### src/rtl/rxq_pkg.sv
// Shared helpers for the receive queue: threshold decode.
// Assumes a two-bit select; the table is fixed by the block's behaviour.
package rxq_pkg;
    function automatic int thr_decode(input logic [1:0] sel);
        case (sel)
            2'd0:    return 1;
            2'd1:    return 4;
            2'd2:    return 8;
            default: return 14;
        endcase
    endfunction
endpackage

### src/rtl/rxq_store.sv
// Byte storage with read/write pointers and an occupancy counter.
// Assumes push and pop are already qualified by the caller (push never
// hits a full queue without a pop, pop never hits an empty queue).
module rxq_store #(
    parameter int DEPTH = 16,
    parameter int DW    = 8,
    localparam int AW   = $clog2(DEPTH),
    localparam int CW   = $clog2(DEPTH) + 1
) (
    input  logic          clk,
    input  logic          rst_n,
    input  logic          clr,
    input  logic          push,
    input  logic          pop,
    input  logic [DW-1:0] din,
    output logic [DW-1:0] dout,
    output logic [CW-1:0] count,
    output logic [CW-1:0] count_nx
);
    logic [DW-1:0] mem [DEPTH];
    logic [AW-1:0] wp, rp;

    // next-occupancy value shared with the flag logic
    always_comb begin
        count_nx = count;
        if (clr)
            count_nx = '0;
        else if (push && !pop)
            count_nx = count + CW'(1);
        else if (pop && !push)
            count_nx = count - CW'(1);
    end

    // pointer and counter registers
    always_ff @(posedge clk) begin
        if (!rst_n || clr) begin
            wp    <= '0;
            rp    <= '0;
            count <= '0;
        end else begin
            count <= count_nx;
            if (push) wp <= (wp == AW'(DEPTH - 1)) ? '0 : wp + AW'(1);
            if (pop)  rp <= (rp == AW'(DEPTH - 1)) ? '0 : rp + AW'(1);
        end
    end

    // storage write port
    always_ff @(posedge clk) begin
        if (push && !clr) mem[wp] <= din;
    end

    // head byte, zero when empty
    assign dout = (count != '0) ? mem[rp] : '0;

    AST_LEVEL_BOUND: assert property (@(posedge clk) disable iff (!rst_n)
        count <= CW'(DEPTH));
    AST_LEVEL_STEP: assert property (@(posedge clk) disable iff (!rst_n)
        !$past(clr) |-> (count == $past(count) || count == $past(count) + CW'(1)
                         || count + CW'(1) == $past(count)));
endmodule

### src/rtl/rxq_flags.sv
// Level-reached and data-waiting flags with clear-only-if-false writes,
// plus the two-frame idle tracker behind the data-waiting flag.
// Assumes count/count_nx come from the storage module in the same cycle.
module rxq_flags #(
    parameter int DEPTH = 16,
    localparam int CW   = $clog2(DEPTH) + 1
) (
    input  logic          clk,
    input  logic          rst_n,
    input  logic          clr,
    input  logic          tick,
    input  logic          push,
    input  logic [CW-1:0] count,
    input  logic [CW-1:0] count_nx,
    input  logic [CW-1:0] thr,
    input  logic          wr,
    input  logic          wd_lvl,
    input  logic          wd_wait,
    output logic          lvl_f,
    output logic          wait_f
);
    logic got_cur, got_prev, rcvd_now, idle_hit;

    assign rcvd_now = got_cur || push;
    assign idle_hit = tick && !rcvd_now && !got_prev &&
                      (count != '0) && (count < thr);

    // frame activity tracking: this frame and the one before
    always_ff @(posedge clk) begin
        if (!rst_n) begin
            got_cur  <= 1'b0;
            got_prev <= 1'b0;
        end else if (tick) begin
            got_cur  <= 1'b0;
            got_prev <= rcvd_now;
        end else if (push) begin
            got_cur  <= 1'b1;
        end
    end

    // level-reached flag
    always_ff @(posedge clk) begin
        if (!rst_n || clr)
            lvl_f <= 1'b0;
        else if (push && count_nx >= thr)
            lvl_f <= 1'b1;
        else if (wr && !wd_lvl && count_nx < thr)
            lvl_f <= 1'b0;
    end

    // data-waiting flag
    always_ff @(posedge clk) begin
        if (!rst_n || clr)
            wait_f <= 1'b0;
        else if (idle_hit)
            wait_f <= 1'b1;
        else if (wr && !wd_wait && count_nx == '0)
            wait_f <= 1'b0;
    end

    AST_WAIT_NEEDS_DATA: assert property (@(posedge clk) disable iff (!rst_n)
        $rose(wait_f) |-> $past(count) != '0);
    AST_LVL_NOT_EARLY: assert property (@(posedge clk) disable iff (!rst_n)
        $rose(lvl_f) |-> count >= thr || $past(thr) != thr);
endmodule

### src/rtl/rxq_err.sv
// Sticky overrun bit and error interrupt line.
// Assumes the set input is a one-cycle loss event from the top.
module rxq_err (
    input  logic clk,
    input  logic rst_n,
    input  logic set,
    input  logic wr,
    input  logic wd,
    input  logic line_err,
    input  logic rxi_on,
    input  logic erri_on,
    output logic ovr,
    output logic irq
);
    // overrun bit: set on loss, cleared only by a zero write
    always_ff @(posedge clk) begin
        if (!rst_n)
            ovr <= 1'b0;
        else if (set)
            ovr <= 1'b1;
        else if (wr && !wd)
            ovr <= 1'b0;
    end

    // error interrupt level
    assign irq = (ovr || line_err) && (rxi_on || erri_on);

    AST_OVR_STICKY: assert property (@(posedge clk) disable iff (!rst_n)
        $fell(ovr) |-> $past(wr) && !$past(wd));
endmodule

### src/rtl/rx_trigger_fifo.sv
// Receive queue top: qualifies pushes and pops, detects loss and ties the
// storage, flag and error pieces together.
// Assumes all inputs are synchronous to clk and strobes last one cycle.
module rx_trigger_fifo #(
    parameter int DEPTH = 16,
    parameter int DW    = 8,
    localparam int CW   = $clog2(DEPTH) + 1
) (
    input  logic          clk,
    input  logic          rst_n,
    input  logic          frame_tick,
    input  logic          rx_valid,
    input  logic [DW-1:0] rx_byte,
    input  logic          rd_en,
    input  logic          rx_on,
    input  logic          rxi_on,
    input  logic          erri_on,
    input  logic [1:0]    thr_sel,
    input  logic          flush,
    input  logic          flag_wr,
    input  logic          flag_lvl_wd,
    input  logic          flag_wait_wd,
    input  logic          ovr_wr,
    input  logic          ovr_wd,
    input  logic          rx_err,
    output logic [DW-1:0] rd_data,
    output logic [CW-1:0] level,
    output logic          lvl_flag,
    output logic          wait_flag,
    output logic          ovr_flag,
    output logic          rx_irq,
    output logic          err_irq
);
    import rxq_pkg::*;

    logic          accept, pop_ok, push_ok, lost;
    logic [CW-1:0] level_nx, thr;

    assign thr     = CW'(thr_decode(thr_sel));
    assign accept  = rx_valid && rx_on && !ovr_flag && !flush;
    assign pop_ok  = rd_en && (level != '0) && !flush;
    assign push_ok = accept && ((level != CW'(DEPTH)) || pop_ok);
    assign lost    = accept && (level == CW'(DEPTH)) && !pop_ok;

    rxq_store #(.DEPTH(DEPTH), .DW(DW)) store_i (
        .clk(clk), .rst_n(rst_n), .clr(flush), .push(push_ok), .pop(pop_ok),
        .din(rx_byte), .dout(rd_data), .count(level), .count_nx(level_nx)
    );

    rxq_flags #(.DEPTH(DEPTH)) flags_i (
        .clk(clk), .rst_n(rst_n), .clr(flush), .tick(frame_tick),
        .push(push_ok), .count(level), .count_nx(level_nx), .thr(thr),
        .wr(flag_wr), .wd_lvl(flag_lvl_wd), .wd_wait(flag_wait_wd),
        .lvl_f(lvl_flag), .wait_f(wait_flag)
    );

    rxq_err err_i (
        .clk(clk), .rst_n(rst_n), .set(lost), .wr(ovr_wr), .wd(ovr_wd),
        .line_err(rx_err), .rxi_on(rxi_on), .erri_on(erri_on),
        .ovr(ovr_flag), .irq(err_irq)
    );

    // receive interrupt level
    assign rx_irq = rxi_on && (lvl_flag || wait_flag);

    AST_FULL_LOSS: assert property (@(posedge clk) disable iff (!rst_n)
        (level == CW'(DEPTH) && rx_valid && rx_on && !ovr_flag && !rd_en && !flush)
        |=> ovr_flag && level == CW'(DEPTH));
    AST_OVR_BLOCKS: assert property (@(posedge clk) disable iff (!rst_n)
        (ovr_flag && !flush) |=> level <= $past(level));
    AST_FLUSH_EMPTY: assert property (@(posedge clk) disable iff (!rst_n)
        flush |=> level == '0 && !lvl_flag && !wait_flag);
    AST_EMPTY_READ: assert property (@(posedge clk) disable iff (!rst_n)
        (level == '0 && !rx_valid && !flush) |=> level == '0);
endmodule

### config.mk
export PLATFORM = sky130hd
export DESIGN_NAME = rx_trigger_fifo
export DESIGN_NICKNAME = d
export VERILOG_FILES = /design/src/rtl/rxq_pkg.sv /design/src/rtl/rxq_store.sv /design/src/rtl/rxq_flags.sv /design/src/rtl/rxq_err.sv /design/src/rtl/rx_trigger_fifo.sv
export SDC_FILE = /design/constraint.sdc
export NUM_CORES = 1
export LEC_CHECK = 0
export BUFFER_PORTS_ARGS = -buffer_cell sky130_fd_sc_hd__buf_2
export CELL_PAD_IN_SITES_DETAIL_PLACEMENT = 0
export CELL_PAD_IN_SITES_GLOBAL_PLACEMENT = 2
export CORE_ASPECT_RATIO = 1.25
export CORE_MARGIN = 4
export CORE_UTILIZATION = 45
export DETAILED_ROUTE_END_ITERATION = 7
export PLACE_DENSITY_LB_ADDON = 0.1
export REMOVE_ABC_BUFFERS = 1
export SYNTH_ARGS = -nofsm -noshare
export SYNTH_HDL_FRONTEND = slang
export SYNTH_SLANG_ARGS = --single-unit
### constraint.sdc
create_clock -name clk -period 8.04 [get_ports clk]
set_clock_uncertainty 0.2 [all_clocks]
set_input_delay 1.608 -clock clk [delete_from_list [all_inputs] [get_ports clk]]
set_output_delay 1.608 -clock clk [all_outputs]
set_load 0.05 [all_outputs]
==> impl_metrics.env <==
export IMPL_status="finished clean"
export IMPL_yosys_area_share_simple_pct=8.380
export IMPL_crit_type="reg -> out"
export IMPL_track_usage_pct=18.32
export IMPL_ios=43
export IMPL_period_share_pct=56.86
export IMPL_relSlewSlack_pct=26.36
export IMPL_vias_per_cell=5.632
export IMPL_cts_resized=0
export IMPL_first_pass_iters=4
export IMPL_fin_crit_ns=4.571
export IMPL_synth_top_family_by_area="multiplexers"
export IMPL_core_um2=13930
export IMPL_hold_path_class="reg -> reg"
export IMPL_ys_async_sr_fraction_pct=0
export IMPL_synth_xor_area_share_pct=0.6805
export IMPL_regToRegSetupSlack_ns=4.02
export IMPL_synth_most_common_cell="edfxtp_1"
export IMPL_portBuffers=42
export IMPL_r2r_cells=15
export IMPL_irDropWorstVdd_mv=0.1082
export IMPL_htree_num_levels=4
export IMPL_tightest_slew_ns=1.101
export IMPL_post_cts_repair_setup_buffers=0
export IMPL_hold_viol_final=0
export IMPL_register_area_um2=4285
export IMPL_crit_fanout=32
export IMPL_holdCritStartpoint="flags_i.got_prev"
export IMPL_path_buf_inv=2
export IMPL_clock_sinks=150
export IMPL_hold_end="flags_i.got_prev"
export IMPL_drive_above_1_share_pct=30.25
export IMPL_num_rows=48
export IMPL_synth_adder_area_share_pct=2.917
export IMPL_synth_top_cells_by_area="edfxtp_1 60%, mux4_2 14%, dfxtp_1 6.8%"
export IMPL_p_leak_nw=2.449
export IMPL_route_antenna_remaining_nets=0
export IMPL_slowest_delay_ns=0.60
export IMPL_synth_cell_type_count=56
export IMPL_drc=0
export IMPL_grt_max_degree=33
export IMPL_cts_clk_slew_worst_paths_ns=0.06
export IMPL_synth_cell_area_um2=6435
export IMPL_wl_per_cell_um=22.91
export IMPL_drt_total_wl_um=13930
export IMPL_start_util_pct=46.18
export IMPL_cp_start_kind="flip-flop"
export IMPL_cp_required_ns=6.23
export IMPL_die_w_um=115.0
export IMPL_crit_path_top_delay_cell="mux4_2"
export IMPL_multi_input_area_um2=2048
export IMPL_crit_chain="buf_4 > mux4_2 > mux4_2 > nor2b_1 > buf_2"
export IMPL_end_kind="output pin"
export IMPL_synth_compound_area_share_pct=4.686
export IMPL_place_ws_ns=3.537
export IMPL_area_growth_pct=14.78
export IMPL_grt_pass1_wl_um=21410
export IMPL_drt_first_iter_violations=249
export IMPL_cts_made_buffers=17
export IMPL_diodes=0
export IMPL_tns_ns=0
export IMPL_crit_reg2reg_launch="store_i.count[1]"
export IMPL_die_area_um2=16290
export IMPL_insertion_delay_ns=0.41
export IMPL_synth_top_cell_area_share_pct=59.73
export IMPL_routabilityCongestion=0.7687
export IMPL_cpMostUsedCell="mux4_2"
export IMPL_critical_path_top_delay_family="multiplexers"
export IMPL_synth_top_cells_by_count="128 x edfxtp_1, 40 x mux4_2, 23 x nor2_1"
export IMPL_rsz0062_at_grt="false"
export IMPL_syn_area_per_cell_um2=17.11
export IMPL_cts_path_max_buffers=2
export IMPL_timing_fmax_mhz=218.8
export IMPL_yosys_area_top_type="edfxtp_1"
export IMPL_tritoncts="yes"
export IMPL_critical_path_arrival_ns=2.76
export IMPL_setup_viol=0
export IMPL_dp_hpwl_um=8854
export IMPL_antenna_found_initial=0
export IMPL_synth_edf_count=128
export IMPL_holdPathStages=2
export IMPL_fillers=1151
export IMPL_ys_ff_latch=150
export IMPL_dieHeight_um=141.7
export IMPL_ys_flop_type="edfxtp_1"
export IMPL_r2r_end="flags_i.lvl_f"
export IMPL_final_max_slew_viol_count=0
export IMPL_drv_cap=0
export IMPL_num_vias=3424
export IMPL_root_buffer="clkbuf_16"
export IMPL_yosysWarnings=0
export IMPL_final_nets=460
export IMPL_power_density_nw_per_um2=225.5
export IMPL_synth_mux_area_share_pct=14.23
export IMPL_cts_hold_buffers=0
export IMPL_fin_ws_ns=3.469
export IMPL_netlist_instances=376
export IMPL_ys_seq_area_share_pct=66.58
export IMPL_first_global_vias=3543
export IMPL_grt_remaining_overflow=0
==> stage by stage <==
stage          util (%)  cell area [um2]  total power [W]  cells  hold slack, ns
2_1_floorplan         -             6329        0.0009246    356          0.2727
6_report          53.01             7386         0.001666    608          0.3100
5_1_grt           53.01             7386         0.001729    608          0.3599
4_1_cts           53.01             7386         0.001683    608          0.3155
3_3_place_gp      49.10             6842        0.0009586    576          0.2903
3_5_place_dp      49.10             6842        0.0009597    576          0.3060
==> sequential cells by signal (all words and copies together) (netlist names), named ones only <==
| register | flops |
|---|---|
| flags_i.got_prev | 1 |
| store_i.count | 5 |
| flags_i.wait_f | 1 |
| store_i.rp | 4 |
| store_i.wp | 4 |
| flags_i.lvl_f | 1 |
| err_i.ovr | 1 |
| store_i.mem | 128 |
| flags_i.got_cur | 1 |
==> worst max path at each step <==
stage / from / to / slack [ns] / depth (start not counted)
2_1_floorplan: flip-flop / rd_data[0] / 3.39 / 3
3_3_place_gp: flush / flags_i.lvl_f / 3.59 / 14
3_5_place_dp: flush / flags_i.lvl_f / 3.54 / 14
4_1_cts: flip-flop / rd_data[6] / 3.43 / 5
5_1_grt: flip-flop / rd_data[6] / 3.30 / 5
6_report: flip-flop / rd_data[6] / 3.47 / 5
==> worst min-delay path: stages (launching register included) <==
cell	delay [ns]
dfxtp_1	0.31
nor2_1	0.10
a211oi_1	0.05
==> final cells by class <==
cell class	instances	share of cell area, %
Sequential cell	150	58.02
Tap cell	175	2.965
Clock inverter	12	1.457
Inverter	15	0.7623
Clock buffer	20	5.912
Timing Repair Buffer	45	3.151
Multi-Input combinational cell	191	27.73
==> logic make-up (layout without fill, tap and decap cells) <==
family / count (synthesis) / count (layout)
mux: 41 / 41
buf+inv: 35 / 92
flops: 150 / 150
xor+xnor: 5 / 5
simple gates: 89 / 89
fa+ha+maj: 15 / 15
compound gates: 41 / 41
==> cells in the final DEF, fill, tap and decap left out, types with 3 or more instances in the layout <==
cell        instances
edfxtp_1          128
buf_2              42
mux4_2             40
nor2_1             23
dfxtp_1            21
clkbuf_16          17
inv_1              15
ha_1               15
nand2_1            12
a21oi_1            11
nor2b_1            10
and2_1              5
nand2b_1            5
o21ai_0             5
clkinvlp_4          5
and3_1              4
nor4_4              4
nand3_1             3
a31oi_1             3
xor2_1              3
a311oi_1            3
nand4_1             3
a211oi_1            3
clkbuf_1            3
clkinv_4            3
buf_4               3
==> metal layers <==
layer | vias to the layer above | GRT usage [%] | wire, um
met5 | - | 0 | 0
met2 | 88 | 32.35 | 7599
li1 | 1589 | - | -
met3 | 7 | 3.968 | 617
met1 | 1740 | 22.67 | 5622
met4 | 0 | 4.944 | 91
==> report_power, final <==
group          internal (W)  switching (W)  leakage [nW]  total (W)
clock              0.000424       0.000300         0.250   0.000724
combinational     0.0000320      0.0000590         0.870  0.0000909
sequential         0.000846     0.00000427          1.33   0.000851
total               0.00130       0.000364          2.45    0.00167
No activity file was read; power rests on OpenSTA's default activity.
